--- src/rtl/ir_rx_pkg.sv ---
package ir_rx_pkg;
  localparam int ADDR_W = 8;
  localparam int DATA_W = 32;
  localparam int SMP_W  = 8;
  localparam int SCFG_W = 16;

  localparam logic [ADDR_W-1:0] OFS_CTRL  = 8'h00;
  localparam logic [ADDR_W-1:0] OFS_RXCFG = 8'h10;
  localparam logic [ADDR_W-1:0] OFS_FIFO  = 8'h20;
  localparam logic [ADDR_W-1:0] OFS_IEN   = 8'h2C;
  localparam logic [ADDR_W-1:0] OFS_STAT  = 8'h30;
  localparam logic [ADDR_W-1:0] OFS_SCFG  = 8'h34;

  // bit positions shared by the enable and status words
  localparam int B_OVF   = 0;
  localparam int B_PEND  = 1;
  localparam int B_AVAIL = 4;
  localparam int B_FIELD = 8;
  // control and receive configuration bits
  localparam int B_GEN   = 0;
  localparam int B_REN   = 1;
  localparam int B_MODE  = 4;
  localparam int B_INV   = 2;

  localparam int NFLAG = 3;  // index 0 overflow, 1 packet end, 2 data available
endpackage

--- src/rtl/ir_rx_fifo.sv ---
module ir_rx_fifo
  import ir_rx_pkg::*;
#(
  parameter int DEPTH = 16,
  localparam int AW = $clog2(DEPTH),
  localparam int CW = AW + 1
) (
  input  logic             clk,
  input  logic             rst,
  input  logic             flush,
  input  logic             push,
  input  logic [SMP_W-1:0] push_data,
  input  logic             pop,
  output logic [SMP_W-1:0] pop_data,
  output logic [CW-1:0]    count,
  output logic             drop
);
  logic [SMP_W-1:0] mem [DEPTH];
  logic [AW-1:0]    wptr, rptr;
  logic             full, empty, wr_ok, rd_ok;

  assign full  = (count == CW'(DEPTH));
  assign empty = (count == '0);
  assign wr_ok = push && !full && !flush;
  assign rd_ok = pop && !empty && !flush;
  assign drop  = push && full && !flush;

  always_ff @(posedge clk) begin
    if (wr_ok) mem[wptr] <= push_data;
  end

  always_ff @(posedge clk) begin
    if (rst)      pop_data <= '0;
    else if (pop) pop_data <= rd_ok ? mem[rptr] : '0;
  end

  always_ff @(posedge clk) begin
    if (rst || flush) begin
      wptr  <= '0;
      rptr  <= '0;
      count <= '0;
    end else begin
      if (wr_ok) wptr <= wptr + 1'b1;
      if (rd_ok) rptr <= rptr + 1'b1;
      case ({wr_ok, rd_ok})
        2'b10:   count <= count + 1'b1;
        2'b01:   count <= count - 1'b1;
        default: count <= count;
      endcase
    end
  end
endmodule

--- src/rtl/ir_rx_status.sv ---
module ir_rx_status
  import ir_rx_pkg::*;
(
  input  logic             clk,
  input  logic             rst,
  input  logic [NFLAG-1:0] set,
  input  logic [NFLAG-1:0] clr,
  input  logic [NFLAG-1:0] en,
  output logic [NFLAG-1:0] flags,
  output logic             irq
);
  for (genvar i = 0; i < NFLAG; i++) begin : g_flag
    always_ff @(posedge clk) begin
      if (rst)         flags[i] <= 1'b0;
      else if (set[i]) flags[i] <= 1'b1;
      else if (clr[i]) flags[i] <= 1'b0;
    end
  end

  always_ff @(posedge clk) begin
    if (rst) irq <= 1'b0;
    else     irq <= |(flags & en);
  end
endmodule

--- src/rtl/ir_rx_regs.sv ---
module ir_rx_regs
  import ir_rx_pkg::*;
#(
  parameter int DEPTH = 16
) (
  input  logic              clk,
  input  logic              rst,
  input  logic              wr_en,
  input  logic              rd_en,
  input  logic [ADDR_W-1:0] addr,
  input  logic [DATA_W-1:0] wdata,
  output logic [DATA_W-1:0] rdata,
  input  logic              push_valid,
  input  logic [SMP_W-1:0]  push_data,
  input  logic              pkt_end,
  output logic              irq,
  output logic              cfg_global_en,
  output logic              cfg_rx_en,
  output logic [1:0]        cfg_mode,
  output logic              cfg_invert,
  output logic [SCFG_W-1:0] cfg_sample
);
  localparam int AW = $clog2(DEPTH);
  localparam int CW = AW + 1;

  logic [NFLAG-1:0]  ien, flags, flag_set, flag_clr;
  logic [AW-1:0]     trig_lvl;
  logic [CW-1:0]     fill_cnt;
  logic [SMP_W-1:0]  fifo_q;
  logic              fifo_drop, fifo_pop, rx_active, sel_fifo_q;
  logic [DATA_W-1:0] reg_q, stat_word, ien_word, ctrl_word, rd_mux;

  logic wr_ctrl, wr_rxcfg, wr_ien, wr_stat, wr_scfg;
  assign wr_ctrl  = wr_en && addr == OFS_CTRL;
  assign wr_rxcfg = wr_en && addr == OFS_RXCFG;
  assign wr_ien   = wr_en && addr == OFS_IEN;
  assign wr_stat  = wr_en && addr == OFS_STAT;
  assign wr_scfg  = wr_en && addr == OFS_SCFG;
  assign fifo_pop = rd_en && addr == OFS_FIFO;
  assign rx_active = cfg_global_en && cfg_rx_en;

  always_ff @(posedge clk) begin
    if (rst) begin
      cfg_global_en <= 1'b0;
      cfg_rx_en     <= 1'b0;
      cfg_mode      <= 2'b00;
      cfg_invert    <= 1'b0;
      cfg_sample    <= '0;
      ien           <= '0;
      trig_lvl      <= '0;
    end else begin
      if (wr_ctrl) begin
        cfg_global_en <= wdata[B_GEN];
        cfg_rx_en     <= wdata[B_REN];
        cfg_mode      <= wdata[B_MODE +: 2];
      end
      if (wr_rxcfg) cfg_invert <= wdata[B_INV];
      if (wr_scfg)  cfg_sample <= wdata[SCFG_W-1:0];
      if (wr_ien) begin
        ien      <= {wdata[B_AVAIL], wdata[B_PEND], wdata[B_OVF]};
        trig_lvl <= wdata[B_FIELD +: AW];
      end
    end
  end

  ir_rx_fifo #(.DEPTH(DEPTH)) u_fifo (
    .clk       (clk),
    .rst       (rst),
    .flush     (!cfg_global_en),
    .push      (push_valid && rx_active),
    .push_data (push_data),
    .pop       (fifo_pop),
    .pop_data  (fifo_q),
    .count     (fill_cnt),
    .drop      (fifo_drop)
  );

  assign flag_set = {fill_cnt > {1'b0, trig_lvl}, pkt_end && rx_active, fifo_drop};
  assign flag_clr = wr_stat ? {wdata[B_AVAIL], wdata[B_PEND], wdata[B_OVF]} : '0;

  ir_rx_status u_stat (
    .clk   (clk),
    .rst   (rst),
    .set   (flag_set),
    .clr   (flag_clr),
    .en    (ien),
    .flags (flags),
    .irq   (irq)
  );

  always_comb begin
    ctrl_word = '0;
    ctrl_word[B_GEN]      = cfg_global_en;
    ctrl_word[B_REN]      = cfg_rx_en;
    ctrl_word[B_MODE +: 2] = cfg_mode;
    ien_word = '0;
    ien_word[B_OVF]   = ien[0];
    ien_word[B_PEND]  = ien[1];
    ien_word[B_AVAIL] = ien[2];
    ien_word[B_FIELD +: AW] = trig_lvl;
    stat_word = '0;
    stat_word[B_OVF]   = flags[0];
    stat_word[B_PEND]  = flags[1];
    stat_word[B_AVAIL] = flags[2];
    stat_word[B_FIELD +: CW] = fill_cnt;
    case (addr)
      OFS_CTRL:  rd_mux = ctrl_word;
      OFS_RXCFG: rd_mux = DATA_W'({cfg_invert, 2'b00});
      OFS_IEN:   rd_mux = ien_word;
      OFS_STAT:  rd_mux = stat_word;
      OFS_SCFG:  rd_mux = DATA_W'(cfg_sample);
      default:   rd_mux = '0;
    endcase
  end

  always_ff @(posedge clk) begin
    if (rst) begin
      reg_q      <= '0;
      sel_fifo_q <= 1'b0;
    end else if (rd_en) begin
      reg_q      <= rd_mux;
      sel_fifo_q <= fifo_pop;
    end
  end

  assign rdata = sel_fifo_q ? DATA_W'(fifo_q) : reg_q;
endmodule

--- config.mk ---
export PLATFORM = sky130hd
export DESIGN_NAME = ir_rx_regs
export DESIGN_NICKNAME = d
export VERILOG_FILES = /design/src/rtl/ir_rx_pkg.sv /design/src/rtl/ir_rx_fifo.sv /design/src/rtl/ir_rx_status.sv /design/src/rtl/ir_rx_regs.sv
export SDC_FILE = /design/constraint.sdc
export NUM_CORES = 1
export LEC_CHECK = 0
export BUFFER_PORTS_ARGS = -buffer_cell sky130_fd_sc_hd__buf_2
export CORE_AREA = 2 2 129 131
export DETAILED_ROUTE_END_ITERATION = 16
export DIE_AREA = 0 0 131 133
export PLACE_DENSITY = 0.75
export SYNTH_ARGS = -nofsm -noshare
export SYNTH_HDL_FRONTEND = slang
export SYNTH_SLANG_ARGS = --single-unit
--- constraint.sdc ---
create_clock -name clk -period 8.45 [get_ports clk]
set_input_delay 1.69 -clock clk [delete_from_list [all_inputs] [get_ports clk]]
set_output_delay 1.69 -clock clk [all_outputs]
set_load 0.05 [all_outputs]
==> results of run 1 <==
[cells in the final DEF (no fill, tap or decap), types with 8 or more instances in the layout]
cell,count
edfxtp_1,128
buf_2,75
dfxtp_1,72
nor2_1,54
nand2_1,37
mux2i_1,35
mux4_2,32
a21oi_1,29
clkbuf_16,21
nor2b_1,19
nand3_1,18
mux2_2,16
conb_1,16
nor3_1,14
inv_1,13
ha_1,12
o211ai_1,11
nand2b_1,8
o21ai_0,8
[cell type report]
type,instances,area (um^2)
flip-flops and latches,202,5330
fillers,1225,6320
inverters,13,48.8
multi-input cells,383,3070
clock buffers,28,582
well taps,220,275
clock inverters,8,140
repair buffers,79,405
[power by group]
part	internal, mW	switching (mW)
registers	1.05	0.000220
logic	0.0101	0.0440
clock network	0.603	0.361
[metrics by stage]
stage	setup slack [ns]	utilization	hold slack [ns]
2_1_floorplan	4.32	-	0.423
3_3_place_gp	3.40	0.564	0.439
3_5_place_dp	3.30	0.564	0.438
4_1_cts	3.76	0.609	0.446
5_1_grt	3.37	0.609	0.466
6_report	3.69	0.609	0.446
[final timing paths]
check                                     from                      endpoint  slack [ns]  depth (start not counted)
hold / removal          reg_q[10]$_SDFFE_PP0P_        reg_q[10]$_SDFFE_PP0P_        0.45                          2
hold reg to reg         reg_q[10]$_SDFFE_PP0P_        reg_q[10]$_SDFFE_PP0P_        0.45                          2
setup / recovery                       addr[1]  u_fifo.count[4]$_SDFFE_PP0P_        3.69                         11
setup reg to reg  u_fifo.count[1]$_SDFFE_PP0P_  u_fifo.count[4]$_SDFFE_PP0P_        5.07                         10
[cells in the mapped netlist, drive strengths merged, types with 3 or more instances]
library cell | count | area (um^2)
nor3 | 15 | 86.3
or3 | 3 | 18.8
xor2 | 4 | 35.0
nor4 | 3 | 25.0
a22oi | 3 | 22.5
nor2b | 19 | 119
a21oi | 29 | 145
nand2 | 37 | 139
inv | 13 | 48.8
o21ai | 14 | 73.8
a222oi | 5 | 50.1
edfxtp | 128 | 3840
o211ai | 16 | 145
mux2 | 16 | 180
nand2b | 8 | 50.1
mux2i | 35 | 350
nand4 | 5 | 31.3
and4 | 5 | 43.8
nand3 | 18 | 90.1
buf | 33 | 238
nor2 | 55 | 209
mux4 | 32 | 721
ha | 12 | 150
dfxtp | 74 | 1480
clkbuf | 20 | 75.1
or4 | 4 | 33.8
[per-layer routing]
metal	vias up	track usage
met5	-	0
met4	0	0.0532
met3	37	0.0299
met2	179	0.361
met1	2639	0.287
li1	2485	-
[critical path, delay by kind of cell]
kind | cells | cell delay [ns]
simple gates | 4 | 2.02
compound gates | 2 | 0.31
mux | 1 | 0.20
buf+inv | 1 | 0.13
fa+ha+maj | 2 | 0.61
xor+xnor | 1 | 0.20
[sequential cells by signal, summed over array words and instances (netlist names), named ones only]
register	cells
cfg_global_en	1
cfg_invert	1
cfg_mode	2
cfg_rx_en	1
cfg_sample	16
ien	3
reg_q	16
sel_fifo_q	1
trig_lvl	4
u_fifo.count	5
u_fifo.mem	128
u_fifo.pop_data	8
u_fifo.rptr	4
u_fifo.wptr	4
u_stat.flags	3
u_stat.irq	1
[kinds of logic (layout without fill, tap and decap cells)]
family                   count (synthesis)  after routing
buffers and inverters                   66            128
adder cells (fa/ha/maj)                 12             12
AND/OR/NAND/NOR                        188            188
flip-flops                             202            202
XOR/XNOR                                 6              6
AO/OA/AOI/OAI                           78             78
other                                    1             16
multiplexers                            83             83
==> impl_results.md, run 1 <==
* Unrepaired setup endpoints after global routing: false
* Layout area overhead at 13.3%
* Top layer in use: met4
* PwrDens at 210 mW/mm^2
* Met1 wire length at 7760 um
* Cells after DPL at roughly 900
* Cells after synthesis at 636
* Wire per inst at 19.4 um
* Die H at 133 um
* Remaining global-route overflow at 0
* DRT Wirelength at 18100 um
* CP arrival at 5.18 ns
* HP Class: flip-flop to flip-flop
* First-pass GRT wire length at 28600 um
* Slew @ Worst Pin at 1.23 ns
* Clock Tree Buf Depth at 3
* Layout cell share with drive strength beyond 1 at 0.244
* Adder-cell share of the synthesized area at 0.0173
* Largest net degree at the start of global routing at 49
* CTS Sinks at 202
* Final ANT Viol Nets at 0
* Via/cell ratio at 5.72
* Setup Buffers After CTS at 0
* GRT Overall Usage at 0.212
* # DRC at 0
* Clock insertion delay at the later pin of the skew report at 0.50 ns
* Synth unique cells at 62
* Critical path required time at 8.87 ns
* Tot Pwr at 2.07 mW
* Cell Area, Placed at slightly above 0.009 mm^2
* Min Tclk post-route at ~4.8 ns
* Post-Synth Simple-Gate Area at 0.117
* Post-DP HPWL at 11700 um
* Final Cycle Share at 0.563
* Worst setup SP type: input port
* Post-CTS Hold Buffers at 0
* DIE AREA at 0.0174 mm^2
* Post-route insts no fill at between 900 and 1000
* # rows at 47
* Clock transition at path regs at 0.06 ns
* Yosys reg bits at ~200
* Ys flop type: edfxtp_1
* Slew margin rel. at 0.171
* Post_cts resized at 0
* Crit end category: flip-flop
* Most used cell, CP: ha_1
* Fin. Hold Viols at 0
* Vias at 5340
* Worst-case vdd ir drop at around 190 uV
* Die width at ~130 um
* Worst Setup Path Type: input port to flip-flop
* Clk_skew at 0.0111 ns
* Critical-path cell list: buf_2 -> nor4_2 -> nand3_1 -> nor2_1 -> ha_1 -> xor2_1 -> ha_1 -> a21oi_1 -> or3b_2 -> a31oi_1 -> mux2i_1
* Post-synthesis mux area share at 0.144
* Ys async rst share at 0
* Layout net count at 766
* Post-synthesis sequential area ratio at 0.613
* Design area at 0.00985 mm^2
* Slowest CP cell: nor4_2
* Maxcap violations at 0
* I/O Buffers at 75
* Yosys Warn Count at 0
* N_diodes at 0
* IO Count at 108
* 1st-iter DRT viols at 463
* Synthesized area per cell at 13.7 um^2
* Post-Syn Area at about 0.0087 mm^2
* Setup violators final at 0
* Post-synth EDFFs at approximately 130
* Initial Util at 0.538
* Root buf cell: clkbuf_16
* Max Slew Vio Count at 0
* Initial antenna violation count at 0
* Leak at approximately 3.4 nW
* Drt pass-1 iters at 5
* Slowest Stage Delay on Critical Path at 0.82 ns
* Status: completed
* TritonCTS clock tree: done
* Vias in the first global route at 5402
* Main combinational cell family by area after synthesis: multiplexers
* Compound-Gate Fraction of Synth Area at 0.0607
* Xor-xnor portion of the synthesized cell area at 0.00604
* GPL Wtd Cong at 0.852
* Core area at between 0.015 and 0.02 mm^2
* Worst Path Max Fanout at 11
* Met2 wire length at between 8000 and 9000 um
* Setup TNS at 0 ns
* Htree depth at 1
* Cts bufs inserted at 21
* Highest Clock Rate at 210 MHz
* WL met3 at 986 um
Note: power is estimated with default switching activity, not from simulation.
==> run 2, diff against run 1 <==
- clock period: 8.45 -> 4.8 ns (I/O delays scaled with it)
==> run 2 against run 1 <==
  * Critical path depth is the same
  * Die area is the same
  * Sequential share of layout area grew 0.29 points
  * Global-route usage is essentially flat
  * Combinational power grew 77%
  * Clock power grew 64%
  * Power grew 70%
  * Via count grew 1.5%
  * Design area shrank 0.53%
==> impl_results.md, run 2 (same netlist as run 1, synthesis figures left out) <==
* Cts bufs inserted at 21
* Leak at 3.38 nW
* Max FFs per register at around 130
* First-pass GRT wire length at roughly 29000 um
* Slowest CP cell: or3b_2
* Wire per inst at 19.6 um
* Die H at 133 um
* Most used cell, CP: ha_1
* CP arrival at ~4 ns
* Most frequent cells in the layout: edfxtp_1 (128), buf_2 (75), dfxtp_1 (72), nor2_1 (54), nand2_1 (37)
* Setup violators final at 0
* GRT Overall Usage at 0.212
* Top flop regs: u_fifo.mem: 128 flops, cfg_sample: 16 flops, reg_q: 16 flops
* Slew margin rel. at 0.119
* Via/cell ratio at about 5.8
* PwrDens at 359 mW/mm^2
* Max Slew Vio Count at 0
* Worst Path Max Fanout at 13
* Final ANT Viol Nets at 0
* Critical-path cell list: buf_2 -> and4bb_1 -> nand3_1 -> nor2_1 -> ha_1 -> xor2_1 -> ha_1 -> a21oi_1 -> or3b_2 -> a31oi_1 -> mux2i_1
* Seq pwr share at 0.524
* # rows at 47
* Status: completed
* Fillers at 1198
* Htree depth at 1
* Root buf cell: clkbuf_16
* DRT Wirelength at 18300 um
* Unrepaired setup endpoints after global routing: false
* Die width at 131 um
* R2R depth at 10
* Layout area overhead at 12.7%
* Multi-input logic area at a little over 0.003 mm^2
* Design area at approximately 0.0098 mm^2
* Int Power at ~2.8 mW
* Fin. Hold Viols at 0
* TritonCTS clock tree: done
* Worst hold path depth at 2
* R2R Setup Slk at 1.45 ns
* Post_cts resized at 0
* Final Cycle Share at 0.731
* Psw at 0.724 mW
* Clock Power Share at 0.449
* 1st-iter DRT viols at 493
* Slowest Stage Delay on Critical Path at 0.45 ns
* Clock transition at path regs at roughly 0.06 ns
* Most flop-heavy register: u_fifo.mem
* Critical path required time at 5.23 ns
* GPL Wtd Cong at 0.865
* Crit end category: flip-flop
* N_diodes at 0
* Drt pass-1 iters at 5
* Layout cell share with drive strength beyond 1 at 0.249
* Clk_skew at roughly 0.013 ns
* Core area at 0.0162 mm^2
* Setup TNS at 0 ns
* Initial Util at 0.538
* DIE AREA at around 0.017 mm^2
* Layout net count at around 770
* Slew @ Worst Pin at 1.31 ns
* # DRC at 0
* Most common cell after layout, fill and taps aside: edfxtp_1
* HP Class: flip-flop to flip-flop
* Sequential cell area at 0.00533 mm^2
* Vias in the first global route at 5427
* Min Tclk post-route at 3.51 ns
* Worst-case vdd ir drop at 348 uV
* Highest Clock Rate at 285 MHz
* Maxcap violations at 0
* CTS Sinks at 202
* Remaining global-route overflow at 0
* Worst Setup Path Type: input port to flip-flop
* Largest net degree at the start of global routing at 49
* IO Count at 108
* Clock insertion delay at the later pin of the skew report at 0.50 ns
* Setup Buffers After CTS at 0
* Cell Area, Placed at 0.00913 mm^2
* Post-CTS Hold Buffers at 0
* Switch share at 0.206
* Initial antenna violation count at 0
* Vias at 5418
* I/O Buffers at 75
* Combinational power share at 0.027
* Worst setup SP type: input port
* Clock Tree Buf Depth at 3
* Post-DP HPWL at 12100 um
[run 2: cell count changes in the layout (fill, tap and decap cells not counted), moves of 2 or more]
cell       change
clkinv_2       +5
bufinv_16      -2
clkinv_1       -2
clkbuf_8       -2
[run 2: layer usage]
metal	vias to the layer above	global-route usage	wire, um
li1	2486	-	-
met1	2697	0.279	7640
met2	203	0.363	9190
met3	32	0.0388	1090
met4	0	0.0508	380
met5	-	0	0
[run 2: worst paths after layout]
kind                                              startpoint                           end
worst max-delay path                                   rd_en  u_fifo.count[4]$_SDFFE_PP0P_
worst min-delay path                   reg_q[9]$_SDFFE_PP0P_         reg_q[9]$_SDFFE_PP0P_
worst max register to register  u_fifo.count[1]$_SDFFE_PP0P_  u_fifo.count[4]$_SDFFE_PP0P_
worst min register to register         reg_q[9]$_SDFFE_PP0P_         reg_q[9]$_SDFFE_PP0P_
[run 2: worst max-delay path: cells and delay by family]
family,cells,cell delay [ns]
simple gates,4,1.43
xor+xnor,1,0.20
mux,1,0.21
compound gates,2,0.30
buf+inv,1,0.23
fa+ha+maj,2,0.62
[run 2: area by class of cell]
cell class                      instances  share of cell area
Multi-Input combinational cell        383               0.313
Tap cell                              220              0.0281
Sequential cell                       202               0.544
Clock inverter                         11              0.0116
Inverter                               13             0.00498
Clock buffer                           26              0.0567
Timing Repair Buffer                   79              0.0414
[run 2: stage by stage]
step / hold slack [ns] / std cells / total power [mW] / worst slack (ns) / utilization
after detailed placement: 0.443 / 897 / 1.98 / 0.783 / 0.564
after global placement: 0.438 / 897 / 1.97 / 0.943 / 0.564
after CTS: 0.451 / 934 / 3.54 / 1.28 / 0.606
after global routing: 0.472 / 934 / 3.63 / 1.07 / 0.606
final: 0.454 / 934 / 3.52 / 1.29 / 0.606
after floorplan: 0.423 / 651 / 1.94 / 1.40 / -
[run 2: power groups by stage]
stage | Sequential (mW) | Combinational (mW) | Clock (mW)
after global routing | 1.84 | 0.103 | 1.68
after global placement | 1.88 | 0.0904 | 0
after floorplan | 1.88 | 0.0619 | 0
after detailed placement | 1.88 | 0.0940 | 0
final | 1.84 | 0.0956 | 1.58
after CTS | 1.84 | 0.0947 | 1.61
